<file path="src/rtl/pdc_pkg.sv">
package pdc_pkg;
  // Override pair presented to a stage's tap selector.
  typedef struct packed {
    logic force_min;
    logic force_max;
  } pdc_ovr_t;
endpackage

</file>
<file path="src/rtl/pdc_hold_reg.sv">
module pdc_hold_reg #(
  parameter int W = 11
) (
  input  logic         clk,
  input  logic         rst_n,
  input  logic         load_en,
  input  logic [W-1:0] d,
  output logic [W-1:0] q
);
  logic [W-1:0] q_d;
  logic         cap_en;

  always_comb begin
    cap_en = ~load_en;
    q_d    = cap_en ? d : q;
  end

  always_ff @(posedge clk or negedge rst_n) begin
    if (!rst_n) q <= '0;
    else        q <= q_d;
  end
endmodule

</file>
<file path="src/rtl/pdc_tap_sel.sv">
module pdc_tap_sel
  import pdc_pkg::*;
#(
  parameter int CODE_W = 10
) (
  input  logic [CODE_W-1:0] code,
  input  pdc_ovr_t          ovr,
  output logic [CODE_W:0]   tap
);
  localparam logic [CODE_W:0] TAP_MAX = (CODE_W+1)'(1) << CODE_W;

  // force_min outranks force_max; both outrank the code.
  always_comb begin
    if (ovr.force_min)      tap = '0;
    else if (ovr.force_max) tap = TAP_MAX;
    else                    tap = {1'b0, code};
  end
endmodule

</file>
<file path="src/rtl/pdc_tap_line.sv">
module pdc_tap_line #(
  parameter int CODE_W   = 10,
  parameter int BASE_LAT = 2
) (
  input  logic            clk,
  input  logic            rst_n,
  input  logic            din,
  input  logic [CODE_W:0] tap,
  output logic            dout
);
  localparam int DEPTH = BASE_LAT + (1 << CODE_W);
  localparam int IW    = $clog2(DEPTH);

  logic [DEPTH-1:0] sr_q;
  logic [DEPTH-1:0] sr_d;
  logic [IW-1:0]    idx;

  always_comb begin
    sr_d = {sr_q[DEPTH-2:0], din};
    idx  = IW'(BASE_LAT - 1) + IW'(tap);
  end

  always_ff @(posedge clk or negedge rst_n) begin
    if (!rst_n) sr_q <= '0;
    else        sr_q <= sr_d;
  end

  assign dout = sr_q[idx];
endmodule

</file>
<file path="src/rtl/cascade_delay_pair.sv">
module cascade_delay_pair
  import pdc_pkg::*;
#(
  parameter int CODE_W   = 10,
  parameter int BASE_LAT = 2
) (
  input  logic            clk,
  input  logic            rst_n,
  input  logic            din,
  input  logic [CODE_W:0] addr,
  input  logic            load_en,
  input  logic            out_en,
  output logic            dout
);
  localparam int NSTG = 2;

  // Reset: asynchronous assert, synchronous release.
  logic rst_meta_q, rst_int_n;
  logic rst_meta_d, rst_int_d;
  always_comb begin
    rst_meta_d = 1'b1;
    rst_int_d  = rst_meta_q;
  end
  always_ff @(posedge clk or negedge rst_n) begin
    if (!rst_n) begin
      rst_meta_q <= 1'b0;
      rst_int_n  <= 1'b0;
    end else begin
      rst_meta_q <= rst_meta_d;
      rst_int_n  <= rst_int_d;
    end
  end

  // Held selections: stage 0 takes the bus, stage 1's code is tied low.
  logic [CODE_W:0]   sel_q;
  logic [CODE_W-1:0] s1_code, s2_code;
  logic              s1_casc;
  logic [CODE_W:0]   s1_tap, s2_tap;
  logic              s1_out, s2_out;

  pdc_hold_reg #(.W(CODE_W + 1)) u_sel1 (
    .clk(clk), .rst_n(rst_int_n), .load_en(load_en), .d(addr), .q(sel_q)
  );
  pdc_hold_reg #(.W(CODE_W)) u_sel2 (
    .clk(clk), .rst_n(rst_int_n), .load_en(load_en), .d('0), .q(s2_code)
  );

  assign s1_code = sel_q[CODE_W-1:0];
  assign s1_casc = sel_q[CODE_W];

  // Override wiring and per-stage data path, built per stage.
  pdc_ovr_t          ovr   [NSTG];
  logic [CODE_W-1:0] code  [NSTG];
  logic [CODE_W:0]   tap   [NSTG];
  logic              s_in  [NSTG];
  logic              s_out [NSTG];

  always_comb begin
    ovr[0]  = '{force_min: 1'b0, force_max: 1'b0};
    ovr[1]  = '{force_min: ~s1_casc, force_max: s1_casc};
    code[0] = s1_code;
    code[1] = s2_code;
    s_in[0] = din;
    s_in[1] = s_out[0];
  end

  for (genvar g = 0; g < NSTG; g++) begin : g_stage
    pdc_tap_sel #(.CODE_W(CODE_W)) u_tsel (
      .code(code[g]), .ovr(ovr[g]), .tap(tap[g])
    );
    pdc_tap_line #(.CODE_W(CODE_W), .BASE_LAT(BASE_LAT)) u_line (
      .clk(clk), .rst_n(rst_int_n), .din(s_in[g]), .tap(tap[g]), .dout(s_out[g])
    );
  end

  assign s1_tap = tap[0];
  assign s2_tap = tap[1];
  assign s1_out = s_out[0];
  assign s2_out = s_out[1];

  assign dout = out_en & s2_out;
endmodule

</file>
<file path="config.mk">
export PLATFORM = sky130hd
export DESIGN_NAME = cascade_delay_pair
export DESIGN_NICKNAME = d
export VERILOG_FILES = /design/src/rtl/pdc_pkg.sv /design/src/rtl/pdc_hold_reg.sv /design/src/rtl/pdc_tap_sel.sv /design/src/rtl/pdc_tap_line.sv /design/src/rtl/cascade_delay_pair.sv
export SDC_FILE = /design/constraint.sdc
export NUM_CORES = 2
export LEC_CHECK = 0
export CORE_MARGIN = 5
export CORE_UTILIZATION = 60
export CTS_CLUSTER_SIZE = 25
export DETAILED_ROUTE_END_ITERATION = 10
export DONT_BUFFER_PORTS = 1
export HOLD_SLACK_MARGIN = 0.08
export PLACE_DENSITY = 0.84
export SYNTH_ARGS = -nofsm -noshare
export SYNTH_HDL_FRONTEND = slang
export SYNTH_HIERARCHICAL = 1
export SYNTH_SLANG_ARGS = --single-unit
</file>
<file path="constraint.sdc">
create_clock -name clk -period 109.1 [get_ports clk]
set_input_delay 16.365 -clock clk [delete_from_list [all_inputs] [get_ports clk]]
set_output_delay 16.365 -clock clk [all_outputs]
set_load 0.02 [all_outputs]
</file>
==> impl_metrics.py <==
metrics = {
    "power_and_ir_drop": {
        "leakagePower_uw": 0.03692,
        "max-vdd-ir-drop_mv": 0.01959,
        "powerDensity_nw_per_um2": 19.49,
        "power_uw": 1529,
    },
    "cts": {
        "cts_tree": "built",
        "cts_hold_buf": 0,
        "cts_resized": 0,
        "clkTransAtPathRegs_ns": 0.06,
        "numCtsBuffers": 188,
        "clk_path_buf_depth": 3,
        "htreeDepth": 4,
        "post_cts_buffers": 0,
        "cts.root.buffer_cell": "clkbuf_16",
        "clock_sinks": 2075,
        "clock_latency_ns": 0.82,
    },
    "detailed_routing": {
        "routed_wl_mm": 146.0,
        "avgRoutedWirePerCell_um": 26.74,
        "num_vias": 34205,
        "ant_nets": 0,
        "via_per_inst": 6.264,
        "drt-pass1-iter-count": 6,
        "drt_iter0_markers": 3536,
        "post-route-drc-count": 0,
    },
    "cells_and_area": {
        "layout-drive-gt1-share_pct": 24.95,
        "final_common_cell": "dfrtp_1",
        "nets": 3789,
        "syn2layout_area_growth_pct": 10.98,
        "nFillCells": 6851,
        "mostFrequentLayoutCells": "2074 x dfrtp_1, 532 x mux4_2, 346 x nand2_1",
    },
    "worst_setup_path": {
        "startpoint_type": "input pin",
        "cp.depth": 1,
        "arrival_ns": 16.59,
        "cp_cell_sequence": "and2_1",
        "path_buf_inv": 0,
        "rr_worst_depth": 13,
        "worstPathRequired_ns": 92.74,
        "end_kind": "output port",
        "cp_slowest_cell": "and2_1",
        "slowest_delay_ns": 0.22,
        "crit_fanout": 1,
        "critPathKind": "in2out",
        "cp_top_family": "simple AND/OR/NAND/NOR gates",
    },
    "sta": {
        "tightest_slew_ns": 1.374,
        "period_share_pct": 30.20,
        "relSlewSlack_pct": 8.081,
        "fmax_ghz": 0.03035,
        "timing.final.max_slew_violations": 0,
        "timing.hold.ws_ns": 0.3504,
        "period_minus_slack_ns": 32.95,
        "rsz0062_at_grt": "false",
        "tns_ns": 0,
        "setup-violations-final": 0,
        "fin_skew_ns": 0.03307,
        "hold_viol": 0,
    },
    "synth": {
        "synth_cells": 3702,
        "ys_seq_area_share_pct": 73.44,
        "synth_cell_types": 59,
        "synthTopCellsByArea": "dfrtp_1 73%, mux4_2 17%, nand2_1 1.8%",
        "async_flop_share_pct": 100.0,
        "ys.flop_type": "dfrtp_1",
        "yosysTopAreaCell": "dfrtp_1",
        "ys_warn_count": 6,
        "ys_ff_latch": 2075,
        "syn_avg_cell_area_sq_um": 19.10,
        "netlist.area_leader.share_pct": 73.44,
        "syn_area_sq_um": 70700,
        "synth_edf_count": 0,
    },
    "global_route": {
        "grt.total_usage_pct": 24.29,
        "antenna_found_initial": 0,
        "grt_overflow_total": 0,
        "grt_pass1_vias": 39053,
        "grt_max_degree": 211,
        "grt_pass1_wl_mm": 235.8,
    },
    "placed_design": {
        "io_buffers": 0,
        "gp_congestion": 0.7930,
        "dp.final_hpwl_mm": 77.77,
    },
    "die": {
        "core-area_sq_um": 117600,
        "dieArea_sq_um": 124800,
        "core.rowCount": 126,
        "start_util_pct": 60.12,
        "die_w_um": 353.3,
        "die_h_um": 353.3,
        "ios": 17,
    },
    "outcome": {
        "status": "finished clean",
    },
    "min_path": {
        "hold_depth": 0,
        "hold_class": "reg2reg",
    },
    "run": {
        "cap_violations": 0,
    },
}
cell families (layout without fill, tap and decap cells):
family | count (synthesis) | count (layout) | share of synthesized area (%)
DFF | 2075 | 2075 | 73.44
muxes | 619 | 619 | 18.33
and+or+nand+nor | 585 | 585 | 3.920
buffers and inverters | 211 | 420 | 1.924
AOI/OAI and AO/OA | 174 | 174 | 1.858
xor gates and xnor gates | 34 | 34 | 0.4849
adders and majority gates | 2 | 2 | 0.03539
other | 2 | 16 | 0.01062
cell type report:
type                            count  area [sq um]  area share, %
Timing Repair Buffer               70         625.6         0.7973
Tap cell                         1536          1922          2.449
Antenna cell                        1         2.502       0.003189
Sequential cell                  2075         51930          66.18
Clock inverter                     69         818.3          1.043
Clock buffer                      274          5540          7.061
Inverter                            7         26.28        0.03349
Multi-Input combinational cell   1429         17600          22.44
through the flow:
stage          worst slack (ns)  area [sq um]  instances  util (%)
2_1_floorplan             46.98         70750       3715         -
3_3_place_gp              76.14         72110       5117     61.31
3_5_place_dp              76.14         72110       5117     61.31
4_1_cts                   76.14         78470       5460     66.72
5_1_grt                   76.14         78470       5460     66.72
6_report                  76.15         78470       5461     66.72
registers in the layout, summed over array words and instances (netlist names):
| register | flops |
|---|---|
| u_sel2/q | 10 |
| u_sel1/q | 11 |
| rst_int_n | 1 |
| g_stage.u_line/sr_q | 2052 |
| rst_int_d | 1 |
Yosys cell counts (10+ instances only):
cell	count
buf_4	62
mux2i_1	64
xnor2_1	20
nand4_1	22
mux2_4	20
a21oi_1	14
buf_6	24
nor3_1	12
nand2_1	346
a211oi_1	10
nor3b_2	20
mux4_2	532
nor2_1	24
a32oi_1	34
buf_2	88
dfrtp_1	2075
clkbuf_1	26
nand3_1	108
a31oi_1	40
final timing paths:
kind	end	start	slack, ns
worst max-delay path	dout	out_en	76.15
worst min-delay path	rst_int_n$_DFF_PN0_	rst_int_d$_DFF_PN0_	0.35
max in group asynchronous	rst_int_n$_DFF_PN0_	rst_n	93.76
min in group asynchronous	g_stage[0].u_line/sr_q[727]$_DFF_PN0_	rst_int_n$_DFF_PN0_	0.37
worst min register to register	rst_int_n$_DFF_PN0_	rst_int_d$_DFF_PN0_	0.35
worst max register to register	g_stage[1].u_line/sr_q[0]$_DFF_PN0_	u_sel1/q[0]$_DFFE_PN0N_	103.83
report_power, final:
| group | switching [uW] | leakage, uW | total, uW | internal [uW] |
|---|---|---|---|---|
| Combinational | 52.5 | 0.00502 | 77.7 | 25.2 |
| Sequential | 4.17 | 0.0288 | 779 | 775 |
| Clock | 288 | 0.00315 | 673 | 385 |
| Total | 345 | 0.0369 | 1530 | 1180 |
layer usage:
layer | GRT usage [%] | wire length [um] | vias up | part of all wire [%]
met5 | 0 | 0 | - | 0
met4 | 8.726 | 4445 | 0 | 3.0
met3 | 4.731 | 7940 | 328 | 5.4
met2 | 39.26 | 73970 | 1120 | 51
met1 | 34.04 | 59650 | 19060 | 41
li1 | - | - | 13697 | -
Note: power is estimated with default switching activity, not from simulation.
